### src/rtl/dma_cmd_engine.sv
module dma_cmd_engine #(
  parameter int AW        = 16,
  parameter int BUS_BYTES = 4,
  parameter int SZW       = 24
) (
  input  logic                   clk,
  input  logic                   rst_n,
  input  logic                   start,
  input  logic [31:0]            gen_cfg,
  input  logic [31:0]            port_cfg,
  input  logic [AW-1:0]          rd_base,
  input  logic [AW-1:0]          wr_base,
  input  logic [SZW-1:0]         len_m1,
  input  logic                   dreq,
  output logic                   mem_rd,
  output logic                   mem_wr,
  output logic [AW-1:0]          mem_addr,
  output logic [8*BUS_BYTES-1:0] mem_wdata,
  output logic [BUS_BYTES-1:0]   mem_wbe,
  input  logic [8*BUS_BYTES-1:0] mem_rdata,
  output logic [3:0]             mem_tid,
  output logic                   done,
  output logic [SZW-1:0]         active_size
);
  localparam int LB  = $clog2(BUS_BYTES);
  localparam int CW  = LB + 2;
  localparam int BCW = LB + 10;
  localparam int DW  = 8 * BUS_BYTES;
  localparam logic [SZW:0] LEN_CAP = (SZW+1)'((64'd1 << SZW) - 64'd1 - 64'(BUS_BYTES));

  typedef enum logic [2:0] {ST_IDLE, ST_GATE, ST_RD, ST_CAP, ST_WR} st_t;

  st_t            st;
  logic [2:0]     rlog, wlog;
  logic           inc_r, inc_w, gate_en;
  logic [8:0]     blim;
  logic [3:0]     rtid, wtid;
  logic [AW-1:0]  raddr, waddr;
  logic [SZW:0]   rem;
  logic [CW-1:0]  fill, wpos;
  logic [BCW-1:0] bcnt;
  logic [7:0]     stg [BUS_BYTES];
  logic           done_q;
  logic           waiting;

  function automatic logic [2:0] clamp_log(input logic [2:0] f);
    return (f > 3'(LB)) ? 3'(LB) : f;
  endfunction

  logic [CW-1:0] rbytes, wbytes, chunk;
  assign rbytes = CW'(1) << rlog;
  assign wbytes = CW'(1) << wlog;
  assign chunk  = (rlog > wlog) ? rbytes : wbytes;

  logic [LB-1:0] rlane, wlane, wpos_lb;
  assign rlane   = raddr[LB-1:0];
  assign wlane   = waddr[LB-1:0];
  assign wpos_lb = wpos[LB-1:0];

  logic [DW-1:0] rd_rot;
  assign rd_rot = DW'({mem_rdata, mem_rdata} >> (8 * rlane));

  logic [8:0]   bl_raw, bl_eff;
  logic         misal;
  logic [SZW:0] len_c;
  assign bl_raw = {1'b0, port_cfg[11:4]} + 9'd1;
  assign misal  = (rd_base[LB-1:0] != '0) || (wr_base[LB-1:0] != '0);
  assign bl_eff = !misal ? bl_raw :
                  (bl_raw > 9'(BUS_BYTES)) ? bl_raw - 9'(BUS_BYTES) : 9'd1;
  assign len_c  = ({1'b0, len_m1} > LEN_CAP) ? LEN_CAP : {1'b0, len_m1};

  logic cfg_unused;
  assign cfg_unused = ^{gen_cfg[31:13], gen_cfg[11:9], gen_cfg[7], gen_cfg[3],
                        port_cfg[31:28], port_cfg[23:20], port_cfg[15:12],
                        port_cfg[3:2], port_cfg[0]};

  logic chunk_full, chunk_drained, last_write, burst_met;
  assign chunk_full    = (fill + rbytes) >= chunk;
  assign chunk_drained = (wpos + wbytes) >= chunk;
  assign last_write    = rem <= (SZW+1)'(wbytes);
  assign burst_met     = (bcnt + BCW'(wbytes)) >= BCW'(blim);

  always_ff @(posedge clk or negedge rst_n) begin
    if (!rst_n) begin
      st      <= ST_IDLE;
      rlog    <= '0;
      wlog    <= '0;
      inc_r   <= 1'b0;
      inc_w   <= 1'b0;
      gate_en <= 1'b0;
      blim    <= 9'd1;
      rtid    <= '0;
      wtid    <= '0;
      raddr   <= '0;
      waddr   <= '0;
      rem     <= '0;
      fill    <= '0;
      wpos    <= '0;
      bcnt    <= '0;
      done_q  <= 1'b0;
      for (int k = 0; k < BUS_BYTES; k++) stg[k] <= '0;
    end else begin
      done_q <= 1'b0;
      unique case (st)
        ST_IDLE: if (start) begin
          rlog    <= clamp_log(gen_cfg[2:0]);
          wlog    <= clamp_log(gen_cfg[6:4]);
          inc_r   <= gen_cfg[8];
          inc_w   <= gen_cfg[12];
          gate_en <= port_cfg[1];
          blim    <= bl_eff;
          rtid    <= port_cfg[27:24];
          wtid    <= port_cfg[19:16];
          raddr   <= rd_base;
          waddr   <= wr_base;
          rem     <= len_c + 1'b1;
          fill    <= '0;
          wpos    <= '0;
          bcnt    <= '0;
          st      <= ST_GATE;
        end
        ST_GATE: if (!gate_en || dreq) begin
          bcnt <= '0;
          st   <= ST_RD;
        end
        ST_RD: st <= ST_CAP;
        ST_CAP: begin
          for (int k = 0; k < BUS_BYTES; k++)
            if (CW'(k) < rbytes) stg[LB'(fill) + LB'(k)] <= rd_rot[8*k +: 8];
          fill <= fill + rbytes;
          if (inc_r) raddr <= raddr + AW'(rbytes);
          if (chunk_full) begin
            wpos <= '0;
            st   <= ST_WR;
          end else begin
            st <= ST_RD;
          end
        end
        ST_WR: begin
          wpos <= wpos + wbytes;
          bcnt <= bcnt + BCW'(wbytes);
          rem  <= last_write ? '0 : rem - (SZW+1)'(wbytes);
          if (inc_w) waddr <= waddr + AW'(wbytes);
          if (chunk_drained) begin
            fill <= '0;
            if (last_write) begin
              done_q <= 1'b1;
              st     <= ST_IDLE;
            end else if (burst_met) begin
              st <= ST_GATE;
            end else begin
              st <= ST_RD;
            end
          end
        end
        default: st <= ST_IDLE;
      endcase
    end
  end

  always_comb begin
    mem_wdata = '0;
    mem_wbe   = '0;
    if (st == ST_WR) begin
      for (int ln = 0; ln < BUS_BYTES; ln++) begin
        if (CW'(LB'(ln) - wlane) < wbytes) begin
          mem_wdata[8*ln +: 8] = stg[wpos_lb + (LB'(ln) - wlane)];
          mem_wbe[ln]          = 1'b1;
        end
      end
    end
  end

  assign mem_rd      = (st == ST_RD);
  assign mem_wr      = (st == ST_WR);
  assign mem_addr    = (st == ST_WR) ? waddr : raddr;
  assign mem_tid     = (st == ST_WR) ? wtid : (st == ST_RD) ? rtid : 4'd0;
  assign done        = done_q;
  assign active_size = SZW'(rem - 1'b1);
  assign waiting     = (st == ST_GATE) && gate_en;
endmodule

### config.mk
export PLATFORM = sky130hd
export DESIGN_NAME = dma_cmd_engine
export DESIGN_NICKNAME = d
export VERILOG_FILES = /design/src/rtl/dma_cmd_engine.sv
export SDC_FILE = /design/constraint.sdc
export NUM_CORES = 1
export LEC_CHECK = 0
export ABC_AREA = 1
export BUFFER_PORTS_ARGS = -buffer_cell sky130_fd_sc_hd__buf_2
export CORE_UTILIZATION = 50
export CTS_BUF_LIST = sky130_fd_sc_hd__clkbuf_16
export DETAILED_ROUTE_END_ITERATION = 7
export HOLD_SLACK_MARGIN = 0.08
export PLACE_DENSITY = 0.73
export SLEW_MARGIN = 10
export SYNTH_ARGS = -nofsm -noshare
export SYNTH_HDL_FRONTEND = slang
export SYNTH_SLANG_ARGS = --single-unit
### constraint.sdc
create_clock -name clk -period 3.89 [get_ports clk]
set_clock_uncertainty 0.2 [all_clocks]
set_input_delay 0.5835 -clock clk [delete_from_list [all_inputs] [get_ports clk]]
set_output_delay 0.5835 -clock clk [all_outputs]
set_load 0.02 [all_outputs]
Word level (Yosys, flattened, before mapping). Index checks and enable logic that the tools add are counted.

Register bits: 139. Input port bits: 156. Output and inout port bits: 83. Logic and storage cells: 194.

$add $sub $neg: 25. $lt $le $gt $ge: 29. Eq/ne operators: 10. Shifts and indexed selects: 3. Muxes and demuxes: 77. Bitwise operators: 8. Reductions and logical operators: 22.

Operator list (number): $mux W32 (8); $bwmux W32 (4); $mux W8 (16); $mux W16 (5); $bmux W8 S2 (4); $demux W8 S2 (4); $pmux W16 S2 (2); $shr A64 B5 Y32 (1); $mux W25 (2); $pmux W25 S2 (1); $pmux W12 S3 (1); $add A16 B4 Y16 (2); $mux W4 (7); $add A24 B1 Y25 const B (1); $le A25 B4 Y1 (1); $sub A25 B4 Y25 (1); $ge A3 B3 Y1 const B (8); $gt A24 B24 Y1 const B (1); $mux W12 (2); $mux W24 (1); $not A2 Y3 (8); $pmux W4 S3 (2); $sub A24 B1 Y24 const B (1); $mux W3 (6); other kinds (38) (85).

Depth between registers and ports, before layout. Gate-level depths: netlist of the first run.

Word-level depth: 16. Mapped depth: 22. Depth with buffers taken out: 22.

Worst setup path before layout of the first run. No wires, ideal clock.

Path type: register to output. From: register wlog[2]. To: output mem_wdata[24]. Data arrival time: 2.654 ns. Required time: 3.107 ns. Setup slack: 0.452 ns. Stages on the path, launching flop included: 7. Buffers on the path: 0. Cells stage by stage: dfrtp_1 nor3_1 inv_1 fa_1 a21oi_2 o21ai_0 nor2_1.

Cells in the longest elaborated chain, start to end: 4.

Ends and longest elaborated chain: from (decl) (RTL line 34) `logic [2:0] rlog, wlog;`; from (signal assigned) (RTL line 107) `wlog <= clamp_log(gen_cfg[6:4]);`; $shl A1 B3 Y4 (RTL line 52) `assign wbytes = CW'(1) << wlog;`; $lt A4 B4 Y1 (RTL line 166) `if (CW'(LB'(ln) - wlane) < wbytes) begin`; $mux W8 (RTL line 166); $mux W32 (RTL line 164) `if (st == ST_WR) begin`; to (decl) (RTL line 18) `output logic [8*BUS_BYTES-1:0] mem_wdata,`.

No other way between the ends.

Worst setup path after layout of the first run.
From: register wlog[1]. To: output mem_wdata[11].

The elaborated chain is that of the path after synthesis.

==> metrics, run 1 <==
Buffers & Inverters on Critical Path 4; RD Place Congestion 0.987; register area share after synthesis 26.6%; top sig layer met4; cell mode on critical path inv_1; Detailed Place HPWL 32600 microns; pre-CTS setup slack 0.464 ns; most common cell in the netlist nand2_1; met2 routed WL 20200 microns; Initial Util 51.4%; post-synth top area cell dfrtp_1; Least-Margin Pin Slew 0.833 ns; clock sink count 139; Mapped Area 13100 sq um; die area 26800 sq um; maximum VDD drop 0.373 mV; GRT overflow 0; Metal-1 WL 18400 microns; I/O pins 239; Crit path max-delay family simple AND/OR/NAND/NOR gates; max-cap violation count 0; top cells by count, synth 524 x nand2_1, 245 x inv_1, 222 x o21ai_0; die width 164 microns; setup bufs post-CTS 0; Clock Tree Buf Depth 2; ys flop type dfrtp_1; std cell rows 58; Static Leak 7.55 nW; CP cell instances inv_1 -> nor2_1 -> inv_1 -> nor2_2 -> inv_1 -> ha_1 -> nand2_1 -> nor2_1 -> a211oi_1 -> nand2_2 -> nor3_1 -> buf_2; met3 WL 3020 microns; per-cell routed wire length 16.7 microns; Final ANT Viol Nets 0; CP startpoint kind flop; final period utilization 95.9%; chip height 164 microns; arrival time at the worst endpoint 2.95 ns; Worst Path Max Fanout 9; GRT Total Usage 32.5%; Hold Path Class primary input to flop; Power Total 12.5 mW; Clock Tree Root clkbuf_16; max-slew headroom at the worst pin 44.5%; Syn Area/Cell 6.36 sq um; status completed; Routed Wire Length 43000 microns; worst endpoint required time 3.11 ns; Num CTS Buffers 17; drt initial violations 1364; Slew Viols, Final 0; fraction of layout cells with a size suffix above 1 14.7%; Worst-Skew Late Latency 0.44 ns; H-tree levels 4; Power Dens Cells 829 nW/um^2; Critical Path End Type output pin; Fill cells 2511; Post-synth EDFFs 0; slowest cell on the critical path dfrtp_1; largest net degree at the start of global routing 83; register bit count reported by yosys 139; nets 2448; CTS tree built; # port buffers 199; endpoints failing hold 0; Gate Count Post-Synth 2055; synth warn 0; Final setup viols 0; top area cells in the synthesized netlist dfrtp_1 26%, nand2_1 15%, o21ai_0 8.5%; Syn Nets 2277; setup_tns 0 ns; CTS clk-pin slew, worst paths 0.08 ns; initial antenna violation count 3; fmax 268 MHz; core area 25400 sq um; Vias/cell 5.61; Synth top area share 26.4%; first-pass GRT wire length 68600 microns; # DRC 0; DRT Pass-1 Iters 5; number of global-route vias before repair 13508; Final WS setup 0.160 ns; critical path type flop to output pin; minimum clock period 3.73 ns; Max stage delay on crit path 0.41 ns; via count 14444; asr flop ratio synth 100%; area grow syn2layout 15.2%; Synth cell types 54
metrics by stage:
step                instances  hold slack, ns  instance area [sq um]  util [%]
finish                   2573           0.137                  15100      59.3
global route             2570           0.134                  15100      59.3
CTS                      2569           0.134                  15000      59.1
detailed placement       2536           0.264                  14400      56.7
global placement         2536           0.254                  14400      56.7
floorplan                2055          0.0879                  13100         -
routing by layer:
layer	global-route usage, %	vias up
li1	-	7117
met1	41.6	6677
met2	54.3	565
met3	5.79	85
met4	12.5	0
met5	0	-
layout by cell type (no fill, tap or decap), types with 11 or more instances in the layout:
cell type  count
o211ai_1      48
buf_4         30
nand4_1       22
ha_1          59
o22ai_1       19
nor2_2        11
nor2_1       201
buf_2        198
nand3_1      100
inv_1        244
or2_2         17
o21ai_0      222
nand2_1      523
nor3_1        54
xor2_1        49
dfrtp_1      138
clkbuf_16     17
a21oi_1      134
a22o_1        11
a31oi_1       15
logic make-up (layout without fill, tap and decap cells):
kind of cell    after synthesis  in the layout  share of synthesized area [%]
simple gates                968            968                           31.5
compound gates              484            484                           20.7
buf+inv                     333            517                           9.94
flops                       139            139                           26.6
fa+ha+maj                    66             66                           6.72
xor+xnor                     56             56                           3.75
mux                           9              9                          0.728
other cells                   0              4                              0
what timing repair did:
item | CTS | global route
resized for setup | 0 | 8
endpoints found under the setup margin | 0 | 21
hold buffers | 1 | 0
endpoints found under the hold margin | 78 | 0
flip-flops by register name, indices dropped and copies added, names as in the netlist, 9 cells and up:
register  count
rem          25
raddr        16
stg          32
blim          9
waddr        16
bcnt         12
where the power goes:
| group | switching (mW) | total, mW | internal, mW |
|---|---|---|---|
| clock network | 0.789 | 1.78 | 0.987 |
| logic | 5.37 | 8.03 | 2.66 |
| registers | 0.607 | 2.67 | 2.06 |
worst reg2reg max path, delay by kind of cell, from the launching register on:
kind | cells | cell delay (ns)
AOI/OAI and AO/OA | 2 | 0.44
xor gates and xnor gates | 1 | 0.22
adders and majority gates | 2 | 0.67
buffers and inverters | 4 | 0.49
DFF | 1 | 0.42
and+or+nand+nor | 10 | 0.88
area by class of cell:
class | instances | area [sq um] | area share, %
Antenna cell | 4 | 10.0 | 0.0665
Multi-Input combinational cell | 1583 | 8330 | 55.3
Inverter | 254 | 953 | 6.33
Clock inverter | 15 | 194 | 1.29
Timing Repair Buffer | 231 | 1260 | 8.35
Clock buffer | 17 | 425 | 2.83
Sequential cell | 139 | 3480 | 23.1
Tap cell | 330 | 413 | 2.74
path summary, 6_finish.rpt:
| kind | slack [ns] | depth (start not counted) | start | to |
|---|---|---|---|---|
| worst max-delay path | 0.16 | 12 | wlog[1]$_DFFE_PN0P_ | mem_wdata[11] |
| worst min-delay path | 0.14 | 3 | port_cfg[16] | wtid[0]$_DFFE_PN0P_ |
| worst max register to register | 0.46 | 19 | wlog[1]$_DFFE_PN0P_ | st[1]$_DFFE_PN0P_ |
| worst min register to register | 0.28 | 2 | wtid[3]$_DFFE_PN0P_ | wtid[3]$_DFFE_PN0P_ |
| max in group asynchronous | 2.17 | 3 | rst_n | waddr[2]$_DFFE_PN0P_ |
| min in group asynchronous | 0.55 | 2 | rst_n | stg[17]$_DFFE_PN0P_ |
Note: power is estimated with default switching activity, not from simulation.
==> run 2, diff against run 1 <==
--- a/config.mk
+++ b/config.mk
@@ -10,7 +10,9 @@
 export CORE_UTILIZATION = 50
 export CTS_BUF_LIST = sky130_fd_sc_hd__clkbuf_16
+export CTS_CLUSTER_DIAMETER = 60
 export DETAILED_ROUTE_END_ITERATION = 7
 export HOLD_SLACK_MARGIN = 0.08
 export PLACE_DENSITY = 0.73
+export SKIP_LAST_GASP = 1
 export SLEW_MARGIN = 10
 export SYNTH_ARGS = -nofsm -noshare
==> constraint.sdc (replaced) <==
create_clock -name clk -period 3.89 [get_ports clk]
set_clock_uncertainty 0.2 [all_clocks]
set_input_delay 0.1945 -clock clk [delete_from_list [all_inputs] [get_ports clk]]
set_output_delay 0.1945 -clock clk [all_outputs]
set_load 0.02 [all_outputs]
==> run 2 against run 1 <==
Against the previous run:
- total power fell by 2.0%
- combinational power fell by 1%
- register-to-register slack got worse by 0.07 ns
- critical path depth did not move
- sequential power barely moved
- setup slack improved by 0.14 ns
- largest cell class unchanged
- highest routed layer unchanged
- sequential share of layout area fell by 0.85 points
- first-iteration DRC count rose by 2.0%
- hold slack got worse by 0.038 ns
==> metrics, run 2 (same netlist as run 1, synthesis figures left out) <==
fraction of layout cells with a size suffix above 1 13.8% (-0.86 points); CTS clk-pin slew, worst paths 0.07 ns (about the same); Final setup viols 0 (unchanged); Slew Viols, Final 0 (unchanged); per-cell routed wire length 16.3 microns (-2.5%); die area 26800 sq um (unchanged); Clock Tree Buf Depth 2 (unchanged); Least-Margin Pin Slew 0.930 ns (+0.0971 ns); top flop regs stg (32), rem (25); chip height 164 microns (unchanged); Worst-Skew Late Latency 0.44 ns (about the same); H-tree levels 4 (unchanged); GRT overflow 0 (unchanged); Fill cells 2445 (-2.6%); die width 164 microns (unchanged); top sig layer met4; maximum VDD drop 0.383 mV (+2.6%); Final WS setup 0.304 ns (+0.144 ns); # DRC 0 (unchanged); met3 WL 3030 microns (about the same); drt initial violations 1391 (+2.0%); Vias/cell 5.54 (-1.2%); Hold Path Class primary input to flop; # placed instances 2533 (-0.12%); Metal-1 WL 18400 microns (about the same); Final ANT Viol Nets 0 (unchanged); most frequent cells in the layout 524 x nand2_1, 245 x inv_1, 222 x o21ai_0, 203 x nor2_1, 198 x buf_2; Static Leak 7.79 nW (+3.1%); setup bufs post-CTS 0 (unchanged); Power Total 12.2 mW (-2.0%); endpoints failing hold 0 (unchanged); GRT Total Usage 32.3% (-0.18 points); first-pass GRT wire length 68400 microns (-0.36%); Finished Cell Area 15600 sq um (+3.8%); number of global-route vias before repair 13543 (+0.26%); fmax 279 MHz (+4.0%); clock sink count 139 (unchanged); Detailed Place HPWL 31500 microns (-3.4%); max reg flops 32 (unchanged); core area 25400 sq um (unchanged); Clock Tree Root clkbuf_16; commonest non-fill, non-tap cell in the layout nand2_1; CP startpoint kind flop; CTS tree built; pre-CTS setup slack 0.446 ns (-0.0184 ns); std cell rows 58 (unchanged); Initial Util 51.4% (unchanged); max-cap violation count 0 (unchanged); # port buffers 199 (unchanged); CP startpoint wlog[1]$_DFFE_PN0P_; worst reg2reg endpoint rem[5]$_DFFE_PN0P_; max-slew headroom at the worst pin 38.0% (-6.5 points); met2 routed WL 20000 microns (-1.1%); arrival time at the worst endpoint 3.19 ns (+0.24 ns); CP cell instances inv_1 -> nor2_1 -> inv_1 -> nor2_1 -> inv_1 -> ha_1 -> nand2_1 -> nor2_1 -> a211oi_1 -> nand2_1 -> nor3_1 -> buf_2; final period utilization 92.2% (-3.7 points); Num CTS Buffers 17 (unchanged); Routed Wire Length 43000 microns (about the same); worst endpoint required time 3.50 ns (+0.39 ns); reg-to-reg slack, setup 0.39 ns (-0.07 ns); final std cells w/o fill 2637 (+2.5%); Worst setup endpoint mem_wdata[10]; RD Place Congestion 0.961 (-2.6%); setup_tns 0 ns (unchanged); RR Startpoint wlog[1]$_DFFE_PN0P_; Worst Path Max Fanout 9 (unchanged); Power Dens Cells 782 nW/um^2 (-5.6%); status completed; Max stage delay on crit path 0.43 ns (+0.02 ns); area grow syn2layout 19.7%; final hold slack 0.0989 ns (-0.0381 ns); R2R depth 18 (-1); nets 2515 (+2.7%); Placed Area 14400 sq um (-0.16%); Final Util 61.6% (+2.3 points); via count 14620 (+1.2%); critical path type flop to output pin; RSZ-0062 raised after global routing no; largest net degree at the start of global routing 93 (+12%); DRT Pass-1 Iters 6 (+1); Top reg by flops stg; Critical Path End Type output pin; slowest cell on the critical path nor3_1; I/O pins 239 (unchanged); initial antenna violation count 1 (-2); minimum clock period 3.59 ns (-0.144 ns)
[run 2: cell types whose count changed in the layout (fill, tap and decap cells not counted), moves of 2 or more]
cell,previous run,this run
nor2_1,201,203
nor3_2,4,1
bufinv_16,2,0
diode_2,4,1
buf_4,30,27
inv_8,7,4
clkinv_4,0,2
nor2_2,11,9
dlygate4sd3_1,1,71
clkinvlp_4,0,2
nor3_1,54,57
[run 2: what timing repair did]
item / 4_1_cts / 5_1_grt
hold buffers: 71 / 0
resized for setup: 0 / 0
hold endpoints to repair: 156 / 0
[run 2: critical path: cells and delay by family, from the launching register on]
family	cells	cell delay, ns
compound gates	1	0.17
fa+ha+maj	1	0.32
buf+inv	4	0.67
flops	1	0.37
simple gates	6	1.24
[run 2: how the worst min path moves through the flow]
stage               cells after the start                   to         from
finish                                  5  blim[2]$_DFFE_PN0P_  port_cfg[6]
global route                            5  blim[2]$_DFFE_PN0P_  port_cfg[6]
CTS                                     5  blim[2]$_DFFE_PN0P_  port_cfg[6]
detailed placement                      1  stg[21]$_DFFE_PN0P_        rst_n
global placement                        1  stg[21]$_DFFE_PN0P_        rst_n
floorplan                               0  bcnt[0]$_DFFE_PN0P_        rst_n
[run 2: area by class of cell]
type / instances / area, sq um / share of cell area [%]
clock inverter: 15 / 130 / 0.832
sequential: 139 / 3480 / 22.3
antenna: 1 / 2.50 / 0.0160
timing repair buffer: 298 / 1940 / 12.4
multi-input combinational: 1583 / 8300 / 53.1
inverter: 254 / 953 / 6.10
tap: 330 / 413 / 2.64
clock buffer: 17 / 425 / 2.72
[run 2: power breakdown]
part / total (mW) / switching, mW / leakage [nW] / internal (mW)
clock: 1.61 / 0.768 / 0.270 / 0.841
combinational: 7.93 / 5.26 / 5.81 / 2.68
sequential: 2.69 / 0.625 / 1.71 / 2.06
[run 2: routing by layer]
layer / up-vias / GRT usage (%)
li1: 7258 / -
met1: 6671 / 41.6
met2: 595 / 53.2
met3: 96 / 5.41
met4: 0 / 13.9
met5: - / 0
==> run 3, diff against run 2 <==
BUFFER_PORTS_ARGS = -buffer_cell sky130_fd_sc_hd__clkbuf_2   (was -buffer_cell sky130_fd_sc_hd__buf_2)
==> run 3 against run 2 <==
Against the previous run:
- the flow now finishes with violations (DRC)
- clock power rose by 4%
- maximum frequency is 0.20% lower
- total power increased by 0.99%
- global-route usage rose by 0.51 points
- flip-flop and latch count did not move
- cell count unchanged
- count of clock-buffer cells in the layout is the same
- via count is 0.92% higher
- die area is the same
- critical path type unchanged
- largest power group unchanged
==> metrics, run 3 (same netlist as run 1, synthesis figures left out) <==
chip height 164 microns (unchanged); Slew Viols, Final 0 (unchanged); nets 2516 (+0.040%); GRT Total Usage 32.8% (+0.51 points); CTS tree built; Max stage delay on crit path 0.48 ns (+0.05 ns); CTS clk-pin slew, worst paths 0.06 ns (about the same); Initial Util 51.4% (unchanged); Cells on Worst Hold Path 5 (unchanged); max-cap violation count 0 (unchanged); total internal power 5.66 mW (+1.3%); number of global-route vias before repair 13788 (+1.8%); endpoints failing hold 0 (unchanged); critical path type flop to output pin; CP cell instances nor3_1 -> buf_4 -> ha_1 -> inv_1 -> fa_1 -> a21oi_2 -> o21ai_0 -> nor2_1 -> clkbuf_2; setup_tns 0 ns (unchanged); Num CTS Buffers 17 (unchanged); H-tree levels 4 (unchanged); fraction of layout cells with a size suffix above 1 13.9% (+0.037 points); Top reg by flops stg; number of diodes 0 (-1); drt initial violations 1420 (+2.1%); via count 14754 (+0.92%); Hold Path Class primary input to flop; fmax 278 MHz (-0.20%); final hold slack 0.0935 ns (-0.00543 ns); Vias/cell 5.59 (+0.92%); Power Total 12.4 mW (+0.99%); std cell rows 58 (unchanged); maximum VDD drop 0.452 mV (+18%); Routed Wire Length 43500 microns (+1.1%); initial antenna violation count 0 (-1); R2R depth 14 (-4); # port buffers 199 (unchanged); core area 25400 sq um (unchanged); Power Dens Cells 789 nW/um^2 (+0.81%); status finished with violations; failing checks DRC; Fill cells 2382 (-2.6%); slowest cell on the critical path a21oi_2; Clock Tree Root clkbuf_16; worst endpoint required time 3.50 ns (about the same); area grow syn2layout 19.9%; switching part of the total 54.2% (-0.16 points); # DRC 1 (+1); Buffers & Inverters on Critical Path 3 (-1); clock sink count 139 (unchanged); Worst-Skew Late Latency 0.45 ns (about the same); DRT Pass-1 Iters 8 (+2); per-cell routed wire length 16.5 microns (+1.1%); max reg flops 32 (unchanged); sequential cell fraction of total power 21.8% (-0.2 points); die width 164 microns (unchanged); Least-Margin Pin Slew 1.05 ns (+0.123 ns); commonest non-fill, non-tap cell in the layout nand2_1; Post-CTS Hold Buffers 71 (unchanged); cts repair resizes 0 (unchanged); RD Place Congestion 0.937 (-2.5%); I/O pins 239 (unchanged); Crit path max-delay family compound AO/OA/AOI/OAI gates; final std cells w/o fill 2637 (unchanged); largest net degree at the start of global routing 82 (-12%); Final setup viols 0 (unchanged); die area 26800 sq um (unchanged); # placed instances 2534 (+0.039%); most frequent cells in the layout 524 x nand2_1, 246 x inv_1, 222 x o21ai_0, 203 x nor2_1, 198 x clkbuf_2; Crit. path cell count 9 (-3); Final WS setup 0.297 ns (-0.00701 ns); RSZ-0062 raised after global routing no; Detailed Place HPWL 31900 microns (+1.3%); Static Leak 7.81 nW (+0.24%); Critical Path End Type output pin; top flop regs stg (32), rem (25); final period utilization 92.4% (+0.18 points); part of the power in combinational logic 64.7% (-0.2 points); GRT overflow 0 (unchanged); setup bufs post-CTS 0 (unchanged); Psw 6.70 mW (+0.68%); Clock Tree Buf Depth 2 (unchanged); max-slew headroom at the worst pin 29.7% (-8.3 points); clock share of power 13.6% (+0.4 points); pre-CTS setup slack 0.500 ns (+0.0542 ns); Worst Path Max Fanout 9 (unchanged); minimum clock period 3.59 ns (+0.00701 ns); Final ANT Viol Nets 0 (unchanged); arrival time at the worst endpoint 3.20 ns (about the same); first-pass GRT wire length 69400 microns (+1.6%); CP startpoint kind flop
==> run 3: power groups by stage <==
| stage | Sequential [mW] | Clock [mW] | Combinational, mW |
|---|---|---|---|
| floorplan | 2.47 | 0 | 5.85 |
| detailed placement | 2.68 | 0 | 7.77 |
| CTS | 2.66 | 1.68 | 7.89 |
| finish | 2.69 | 1.68 | 7.99 |
| global route | 2.77 | 1.74 | 8.96 |
| global placement | 2.67 | 0 | 7.56 |
==> run 3: per-layer routing <==
layer / vias up / global-route usage, % / share of wire [%]
met3: 92 / 4.60 / 7.3
met2: 611 / 54.5 / 47
met1: 6809 / 42.5 / 42
li1: 7242 / - / -
met5: - / 0 / 0
met4: 0 / 14.1 / 3.6
==> run 3: tightest hold or removal path, stage by stage <==
cell	delay, ns
clkbuf_2	0.13
nand2_1	0.06
inv_1	0.04
o21ai_0	0.11
a21oi_1	0.14
==> run 3: per-stage QoR <==
stage | area [sq um] | utilization (%)
detailed placement | 14400 | 56.6
finish | 15700 | 61.7
CTS | 15700 | 61.7
floorplan | 13100 | -
global route | 15700 | 61.7
global placement | 14400 | 56.6
==> run 3: cell type report <==
| class | count | area, sq um | area share (%) |
|---|---|---|---|
| Clock buffer | 17 | 425 | 2.72 |
| Sequential cell | 139 | 3480 | 22.2 |
| Tap cell | 330 | 413 | 2.64 |
| Multi-Input combinational cell | 1583 | 8300 | 53.0 |
| Clock inverter | 15 | 153 | 0.975 |
| Timing Repair Buffer | 299 | 1940 | 12.4 |
| Inverter | 254 | 953 | 6.09 |
==> run 3: worst paths after layout <==
path	to	start	slack (ns)
setup / recovery	mem_wdata[26]	wlog[0]$_DFFE_PN0P_	0.30
hold / removal	rem[19]$_DFFE_PN0P_	len_m1[19]	0.09
setup reg to reg	wpos[1]$_DFFE_PN0P_	rlog[1]$_DFFE_PN0P_	0.46
hold reg to reg	wtid[0]$_DFFE_PN0P_	wtid[0]$_DFFE_PN0P_	0.28
max in group asynchronous	blim[4]$_DFFE_PN0P_	rst_n	2.52
min in group asynchronous	stg[21]$_DFFE_PN0P_	rst_n	0.14
